File: config.mk
export PLATFORM = sky130hd
export DESIGN_NAME = adcreg_top
export DESIGN_NICKNAME = d
export VERILOG_FILES = /design/src/rtl/adcreg_pkg.sv /design/src/rtl/adcreg_decode.sv /design/src/rtl/adcreg_result.sv /design/src/rtl/adcreg_ctrl.sv /design/src/rtl/adcreg_top.sv
export SDC_FILE = /design/constraint.sdc
export NUM_CORES = 1
export LEC_CHECK = 0
export BUFFER_PORTS_ARGS = -buffer_cell sky130_fd_sc_hd__buf_2
export CORE_MARGIN = 1.5
export CORE_UTILIZATION = 55
export CTS_CLUSTER_SIZE = 16
export DETAILED_ROUTE_END_ITERATION = 8
export PLACE_DENSITY = 0.84
export SLEW_MARGIN = 20
export SYNTH_ARGS = -nofsm -noshare
export SYNTH_HDL_FRONTEND = slang
export SYNTH_SLANG_ARGS = --single-unit
File: constraint.sdc
create_clock -name clk -period 1.7 [get_ports clk]
set_input_delay 0.085 -clock clk [delete_from_list [all_inputs] [get_ports clk]]
set_output_delay 0.085 -clock clk [all_outputs]
set_load 0.01 [all_outputs]
File: src/rtl/adcreg_pkg.sv
package adcreg_pkg;
  localparam int OFS_CHC0  = 'h00;
  localparam int OFS_CHC1  = 'h04;
  localparam int OFS_STAT  = 'h08;
  localparam int OFS_RES0  = 'h0C;
  localparam int OFS_RES1  = 'h10;
  localparam int OFS_CONF  = 'h14;
  localparam int OFS_GCTL  = 'h18;
  localparam int OFS_GSTAT = 'h1C;
  localparam int OFS_OFFS  = 'h24;
  localparam int OFS_CALV  = 'h28;
  localparam int OFS_PINC  = 'h30;
  localparam int OFS_LAST  = OFS_PINC;

  localparam int CH_IE_BIT   = 7;
  localparam int GC_AVG_BIT  = 5;
  localparam int GC_CONT_BIT = 6;
  localparam int GC_CAL_BIT  = 7;
  localparam int CF_OVW_BIT  = 16;
  localparam int CONF_W      = 17;

  typedef struct packed {
    logic chc0;
    logic chc1;
    logic stat;
    logic res0;
    logic res1;
    logic conf;
    logic gctl;
    logic gstat;
    logic offs;
    logic calv;
    logic pinc;
  } adcreg_sel_t;
endpackage

File: src/rtl/adcreg_decode.sv
module adcreg_decode
  import adcreg_pkg::*;
#(
  parameter int ADDR_W = 8
) (
  input  logic [ADDR_W-1:0] addr,
  output adcreg_sel_t       sel,
  output logic              addr_ok
);
  always_comb begin
    sel     = '0;
    addr_ok = (addr[1:0] == 2'b00) && (addr <= ADDR_W'(OFS_LAST));
    if (addr_ok) begin
      case (addr)
        ADDR_W'(OFS_CHC0):  sel.chc0  = 1'b1;
        ADDR_W'(OFS_CHC1):  sel.chc1  = 1'b1;
        ADDR_W'(OFS_STAT):  sel.stat  = 1'b1;
        ADDR_W'(OFS_RES0):  sel.res0  = 1'b1;
        ADDR_W'(OFS_RES1):  sel.res1  = 1'b1;
        ADDR_W'(OFS_CONF):  sel.conf  = 1'b1;
        ADDR_W'(OFS_GCTL):  sel.gctl  = 1'b1;
        ADDR_W'(OFS_GSTAT): sel.gstat = 1'b1;
        ADDR_W'(OFS_OFFS):  sel.offs  = 1'b1;
        ADDR_W'(OFS_CALV):  sel.calv  = 1'b1;
        ADDR_W'(OFS_PINC):  sel.pinc  = 1'b1;
        default:            sel       = '0;
      endcase
    end
  end
endmodule

File: src/rtl/adcreg_result.sv
module adcreg_result #(
  parameter int RES_W = 12
) (
  input  logic             clk,
  input  logic             rst_n,
  input  logic             load,
  input  logic [RES_W-1:0] res_in,
  input  logic             cal_fin,
  input  logic             ovw_en,
  input  logic             rd_clr,
  output logic             flag,
  output logic [RES_W-1:0] res_q
);
  always_ff @(posedge clk or negedge rst_n) begin
    if (!rst_n) begin
      flag  <= 1'b0;
      res_q <= '0;
    end else begin
      if (load && (!flag || ovw_en)) res_q <= res_in;
      if (load || cal_fin)           flag  <= 1'b1;
      else if (rd_clr)               flag  <= 1'b0;
    end
  end
endmodule

File: src/rtl/adcreg_ctrl.sv
module adcreg_ctrl
  import adcreg_pkg::*;
#(
  parameter int CH_W = 5
) (
  input  logic            clk,
  input  logic            rst_n,
  input  logic            wr_chc0,
  input  logic            wr_gctl,
  input  logic [7:0]      wdata,
  input  logic            seq_done,
  input  logic            seq_cal_done,
  input  logic            seq_cal_fail,
  output logic [CH_W-1:0] ch_code,
  output logic            ch_ie,
  output logic [7:0]      gctl_q,
  output logic            calf,
  output logic            conv_start,
  output logic            load,
  output logic            cal_fin
);
  localparam logic [CH_W-1:0] STOP = {CH_W{1'b1}};

  logic active, cal_busy, chc_take, code_ok, cal_grant, restart;

  assign cal_busy  = gctl_q[GC_CAL_BIT];
  assign chc_take  = wr_chc0 && !cal_busy;
  assign code_ok   = wdata[CH_W-1:0] != STOP;
  assign load      = seq_done && active;
  assign cal_fin   = seq_cal_done && cal_busy;
  assign restart   = load && gctl_q[GC_CONT_BIT] && (ch_code != STOP);
  assign cal_grant = wr_gctl && wdata[GC_CAL_BIT] && !cal_busy &&
                     (ch_code == STOP) && ch_ie && !active;

  always_ff @(posedge clk or negedge rst_n) begin
    if (!rst_n) begin
      ch_code    <= STOP;
      ch_ie      <= 1'b0;
      active     <= 1'b0;
      conv_start <= 1'b0;
      gctl_q     <= '0;
      calf       <= 1'b0;
    end else begin
      conv_start <= 1'b0;
      if (chc_take) begin
        ch_code    <= wdata[CH_W-1:0];
        ch_ie      <= wdata[CH_IE_BIT];
        active     <= code_ok;
        conv_start <= code_ok;
      end else if (load) begin
        active     <= restart;
        conv_start <= restart;
      end
      if (wr_gctl) gctl_q[6:0] <= wdata[6:0];
      if (cal_fin)        gctl_q[GC_CAL_BIT] <= 1'b0;
      else if (cal_grant) gctl_q[GC_CAL_BIT] <= 1'b1;
      if (cal_grant)    calf <= 1'b0;
      else if (cal_fin) calf <= seq_cal_fail;
    end
  end
endmodule

File: src/rtl/adcreg_top.sv
module adcreg_top
  import adcreg_pkg::*;
#(
  parameter int ADDR_W = 8,
  parameter int RES_W  = 12,
  parameter int CH_W   = 5
) (
  input  logic              clk,
  input  logic              rst_n,
  input  logic              bus_valid,
  input  logic              bus_write,
  input  logic [ADDR_W-1:0] bus_addr,
  input  logic [31:0]       bus_wdata,
  output logic [31:0]       bus_rdata,
  output logic              irq,
  output logic              conv_start,
  output logic [CH_W-1:0]   conv_chan,
  output logic [1:0]        conv_res,
  output logic              conv_avg_en,
  output logic              conv_cont,
  output logic              cal_req,
  input  logic              seq_done,
  input  logic [RES_W-1:0]  seq_result,
  input  logic              seq_cal_done,
  input  logic              seq_cal_fail
);
  adcreg_sel_t      sel;
  logic             addr_ok, wr, rd;
  logic [CH_W-1:0]  ch_code;
  logic             ch_ie, calf, done_flag, load, cal_fin;
  logic [7:0]       gctl_q, chc1_q;
  logic [RES_W-1:0] res_q;
  logic [CONF_W-1:0] conf_q;
  logic [15:0]      offs_q, calv_q;
  logic [31:0]      pinc_q;

  assign wr = bus_valid && bus_write && addr_ok;
  assign rd = bus_valid && !bus_write && addr_ok;

  adcreg_decode #(.ADDR_W(ADDR_W)) u_dec (
    .addr(bus_addr), .sel(sel), .addr_ok(addr_ok)
  );

  adcreg_ctrl #(.CH_W(CH_W)) u_ctrl (
    .clk(clk), .rst_n(rst_n),
    .wr_chc0(wr && sel.chc0), .wr_gctl(wr && sel.gctl),
    .wdata(bus_wdata[7:0]),
    .seq_done(seq_done), .seq_cal_done(seq_cal_done), .seq_cal_fail(seq_cal_fail),
    .ch_code(ch_code), .ch_ie(ch_ie), .gctl_q(gctl_q), .calf(calf),
    .conv_start(conv_start), .load(load), .cal_fin(cal_fin)
  );

  adcreg_result #(.RES_W(RES_W)) u_res (
    .clk(clk), .rst_n(rst_n),
    .load(load), .res_in(seq_result), .cal_fin(cal_fin),
    .ovw_en(conf_q[CF_OVW_BIT]), .rd_clr(rd && sel.res0),
    .flag(done_flag), .res_q(res_q)
  );

  always_ff @(posedge clk or negedge rst_n) begin
    if (!rst_n) begin
      chc1_q <= '0;
      conf_q <= '0;
      offs_q <= '0;
      calv_q <= '0;
      pinc_q <= '0;
    end else if (wr) begin
      if (sel.chc1) chc1_q <= bus_wdata[7:0];
      if (sel.conf) conf_q <= bus_wdata[CONF_W-1:0];
      if (sel.offs) offs_q <= bus_wdata[15:0];
      if (sel.calv) calv_q <= bus_wdata[15:0];
      if (sel.pinc) pinc_q <= bus_wdata;
    end
  end

  always_comb begin
    bus_rdata = '0;
    if (rd) begin
      case (1'b1)
        sel.chc0:  bus_rdata = 32'(ch_code) | (32'(ch_ie) << CH_IE_BIT);
        sel.chc1:  bus_rdata = 32'(chc1_q);
        sel.stat:  bus_rdata = 32'(done_flag);
        sel.res0:  bus_rdata = 32'(res_q);
        sel.conf:  bus_rdata = 32'(conf_q);
        sel.gctl:  bus_rdata = 32'(gctl_q);
        sel.gstat: bus_rdata = 32'(calf) << 1;
        sel.offs:  bus_rdata = 32'(offs_q);
        sel.calv:  bus_rdata = 32'(calv_q);
        sel.pinc:  bus_rdata = pinc_q;
        default:   bus_rdata = '0;
      endcase
    end
  end

  assign irq         = done_flag && ch_ie;
  assign conv_chan   = ch_code;
  assign conv_res    = conf_q[3:2];
  assign conv_avg_en = gctl_q[GC_AVG_BIT];
  assign conv_cont   = gctl_q[GC_CONT_BIT];
  assign cal_req     = gctl_q[GC_CAL_BIT];
endmodule

Word-level counts from Yosys, hierarchy flattened
Index checks and enable logic that the tools add are counted.
- equality and inequality tests: 13
- reduce and logical (&&, ||, !) cells: 36
- bitwise gates (word level): 1
- mux-type cells: 33
- magnitude comparators: 1
- operators by type and width (kind ; count):
    32-bit two-way mux ; 11
    8-bit by 5-bit == test with 1-bit output, second input constant ; 4
    8-bit by 6-bit == test with 1-bit output, second input constant ; 3
    1-bit two-way mux ; 21
    1-bit logical AND ; 20
    8-bit by 4-bit == test with 1-bit output, second input constant ; 2
    11-bit two-way mux ; 1
    5-bit != test, second input constant ; 2
    2-bit AND reduction ; 5
    8-bit by 3-bit == test with 1-bit output, second input constant ; 1
    8-bit by 6-bit <= comparator with 1-bit output, second input constant ; 1
    8-bit logical NOT ; 1
    5-bit by 8-bit OR with 8-bit output ; 1
    2-bit nonzero test ; 3
    5-bit == test, second input constant ; 1
    1-bit logical NOT ; 4
    2-bit logical NOT ; 1
    1-bit logical OR ; 2
- bits in registers: 119
- word-level logic and storage cells: 98

Logic depth before layout (Yosys ltp)
- depth in word-level cells: 14
- depth in mapped cells: 8
- depth with buffers taken out: 5

Hierarchy
From an unflattened synthesis, not the netlist that was laid out.
- cells, all modules: 495
- area, all modules: 5800.6 um^2
- modules (own cells, without submodules) (module ; cells an instance ; times used ; area each (um^2)):
    adcreg_top ; 375 ; 1 ; 4414.2
    adcreg_ctrl ; 68 ; 1 ; 723.2
    adcreg_result ; 30 ; 1 ; 493.0
    adcreg_decode ; 22 ; 1 ; 170.2

Least setup slack after synthesis
OpenSTA, ideal clock, no wires.
- path type: in2out
- from: in bus_addr[1]
- to: out bus_rdata[10]
- buffers on the path: 2
- arrival: 1637 ps
- slack: -22 ps
- cell stages on the path: 6
- required time: 1615 ps
- cell sequence: or4_1 -> buf_2 -> or3_1 -> buf_6 -> a21o_1 -> a21oi_1
- cells in the longest elaborated chain, start to end: 14
- elaborated cells between the ends (all ways): 36
- those cells by class: order compare: 1; eq/ne: 9; mux: 22; reduce/logical: 4
- ends and longest elaborated chain (element ; line ; source):
    start, declared ; adcreg_top.sv:12 ; input logic [ADDR_W-1:0] bus_addr,
    8-bit by 6-bit <= comparator with 1-bit output (tied with other cells) ; adcreg_decode.sv:12 ; addr_ok = (addr[1:0] == 2'b00) && (addr <= ADDR_W'(OFS_LAST));
    1-bit logical AND / 1-bit two-way mux (equally long branches) ; adcreg_decode.sv:12, adcreg_decode.sv:14 ;
    11-bit two-way mux ; adcreg_decode.sv:13 ; if (addr_ok) begin
    32-bit two-way mux (10 in a row) ; adcreg_top.sv:79 ; case (1'b1)
    32-bit two-way mux * ; adcreg_top.sv:78 ; if (rd) begin
    end, declared ; adcreg_top.sv:14 ; output logic [31:0] bus_rdata,
Every way passes the cells marked *; elsewhere a longest branch is shown, timed or not.

Worst setup path after layout
- from: reg u_res.res_q[4]
- to: out bus_rdata[4]
- cells in the longest elaborated chain, start to end: 5
- ends and longest elaborated chain (element ; line ; source):
    start, declared ; adcreg_result.sv:12 ; output logic [RES_W-1:0] res_q
    start signal, assigned ; adcreg_result.sv:19 ; if (load && (!flag || ovw_en)) res_q <= res_in;
    32-bit two-way mux (4 in a row) ; adcreg_top.sv:79 ;
    32-bit two-way mux ; adcreg_top.sv:78 ;
Every way passes these cells.

==> results.yml <==
cells_and_area:
  nets: 759
  final_common_cell: "dfrtp_1"
  finalNonFillerCells: 849
  antenna_cells: 0
  drive_gt1_share_pct: 52.88
  final_cell_mix: "113 x dfrtp_1, 110 x mux2_2, 96 x buf_2"
  num-fill-cells: 475
  syn_to_final_growth_pct: 43.50
floorplanning:
  dieArea_um2: 11220
  fp.dieH_um: 105.9
  chipWidth_um: 105.9
  pin_count: 103
  start_util_pct: 56.44
  coreArea_um2: 10320
  core.rowCount: 37
timing:
  fin_crit_ns: 2.156
  hold_viol_final: 0
  rsz0062_at_grt: "true"
  clock_skew_ns: 0.008425
  setup_viol: 35
  hold_ws_ns: 0.04554
  period_share_pct: 126.8
  max_slew_margin_pct: 59.84
  worstMarginPinSlew_ns: 0.5978
  drv_slew: 0
  setup_slack_ns: -0.4557
  fmax_mhz: 463.9
clock_tree:
  clk_latency_ns: 0.53
  cts_root_buffer: "clkbuf_8"
  cts_sinks: 119
  cts_inserted_buffers: 17
  h-tree-depth: 4
  cts_buffer_depth: 2
  cts_tree: "done"
  clk_pin_slew_worst_paths_ns: 0.06
detailed_routing:
  viasPerCell: 6.537
  vias: 5550
  wl_met2_um: 9637
  wl_per_cell_um: 24.75
  dr.max_layer_used: "met4"
  ant_nets: 0
  met1Wirelength_um: 7520
  drtPass1Iterations: 7
  drt_iter0_markers: 847
  drc: 0
  wl_um: 21010
  route.met3.wl_um: 2318
synthesis:
  postSynthCellCount: 482
  yosys_warnings: 0
  ys_seq_area_share_pct: 51.21
  syn-num-nets: 541
  synth_seq_cells: 119
  synth-async-reset-ratio_pct: 100.0
  avgSynthCellArea_um2: 12.09
  synth_cell_type_count: 52
  synth_edf_count: 0
  synth_area_um2: 5827
  synthFlopType: "dfrtp_1"
pwr:
  power_mw: 7.193
  powerDensity_nw_per_um2: 860.2
  ir_worst_vdd_mv: 0.5449
  leakagePower_nw: 4.070
setup_path:
  slowest_stage: "nor3_1"
  arrival_ns: 2.07
  worst_setup_path_end_kind: "primary output"
  cp_slowest_stage_delay_ns: 0.49
  required_ns: 1.62
  reg2regPathDepth: 4
  crit_chain: "a22oi_1 > nor3_1 > a221oi_2 > nor3_2 > buf_2"
  cp-start-kind: "flip-flop"
  r2r-start: "conf_q[16]"
  crit_start: "u_res.res_q[4]"
  critPathKind: "flip-flop to primary output"
  crit_path_max_fanout: 2
global_routing:
  grt_usage_pct: 37.63
  grt_overflow_total: 0
  grt_start_max_net_pins: 56
  antenna_found_initial: 0
  first_global_vias: 5779
  grt_pass1_wl_um: 31680
flow_run:
  max-cap-violations: 0
place:
  post-place-cells: 759
  numPortBuffers: 102
  gp_congestion: 0.9671
  dp_slack_ns: -0.4053
  hpwl_um: 11610
run_status:
  status: "finished, violations left"
  violations: "negative setup slack"
hold_path:
  hold_path.class: "input port to async pin"
## synth_stat cells (all sizes together), types with 2 or more instances
library cell / number / area share (%)
nor2: 23 / 1.7
inv: 3 / 0.19
dfstp: 5 / 2.3
nand2b: 9 / 0.97
a21o: 6 / 0.77
a31oi: 4 / 0.43
clkbuf: 9 / 0.58
or3: 2 / 0.21
nand3: 11 / 0.94
a22oi: 17 / 2.2
or4: 2 / 0.28
and3b: 2 / 0.30
dfrtp: 114 / 49
nand2: 25 / 1.7
a21oi: 21 / 1.8
and2: 16 / 1.7
mux2: 114 / 22
o31ai: 2 / 0.34
nor4: 4 / 0.75
a222oi: 4 / 0.69
a221o: 3 / 0.52
o21ai: 13 / 1.1
o211ai: 3 / 0.39
nor2b: 8 / 0.86
nor3: 14 / 1.8
a22o: 7 / 1.1
o2bb2ai: 5 / 0.75
o2111ai: 2 / 0.60
buf: 19 / 2.0
a221oi: 3 / 0.45
mux2i: 4 / 0.69
## worst max-delay path, delay by kind of cell (launching register included)
kind	cells	cell delay (ns)
AOI/OAI and AO/OA	2	0.24
buffers and inverters	1	0.17
DFF	1	0.39
and+or+nand+nor	2	0.74
## cells by family after synthesis
group	synth area share, %
AOI/OAI and AO/OA	11.77
buffers and inverters	2.748
muxes	22.72
and+or+nand+nor	11.55
DFF	51.21
## area by class of cell
type,count,area [um2],share of cell area [%]
Sequential cell,119,2985,35.70
Clock inverter,9,123.9,1.481
Clock buffer,23,456.7,5.462
Multi-Input combinational cell,332,2914,34.85
Timing Repair Buffer,227,1700,20.34
Tap cell,136,170.2,2.035
Inverter,3,11.26,0.1347
## stage by stage
step | setup TNS [ns] | util, % | area (um2)
after detailed placement | -25.54 | 67.53 | 6972
final | -4.461 | 81.00 | 8362
after floorplan | -0.2984 | - | 5842
after CTS | -2.167 | 79.74 | 8232
after global routing | -5.820 | 81.00 | 8362
after global placement | -21.90 | 67.53 | 6972
## power by group
part / switching [mW] / leakage (nW) / internal [mW]
Combinational: 0.369 / 2.15 / 0.304
Sequential: 0.0364 / 1.63 / 2.89
Clock: 1.29 / 0.290 / 2.30
## what timing repair did
item | CTS | global route
hold buffers | 49 | 0
buffers inserted | 5 | 4
pin swaps | 20 | 15
endpoints found under the setup margin | 31 | 32
resized for setup | 33 | 26
hold endpoints to repair | 233 | 0
## registers in the layout (all words and copies together) (netlist names)
register,flops
u_ctrl.calf,1
pinc_q,32
calv_q,16
u_ctrl.gctl_q,8
chc1_q,8
u_ctrl.ch_code,5
offs_q,16
u_ctrl.ch_ie,1
conf_q,17
u_res.flag,1
u_res.res_q,12
u_ctrl.conv_start,1
u_ctrl.active,1
## layer usage
metal  global-route usage (%)  vias to the layer above
met5                   0.9524                        -
met4                    20.66                        0
met3                    10.55                      181
met2                    59.42                      505
met1                    46.90                     2647
li1                         -                     2217
## worst paths after layout
| kind | end | slack [ns] |
|---|---|---|
| max | bus_rdata[4] | -0.46 |
| min | offs_q[2] | 0.05 |
| max reg2reg | u_res.res_q[4] | 0.18 |
| min reg2reg | pinc_q[29] | 0.50 |
| max in group asynchronous | pinc_q[18] | 1.00 |
| min in group clk | u_ctrl.gctl_q[7] | 0.17 |
(Power assumes the default switching activity.)
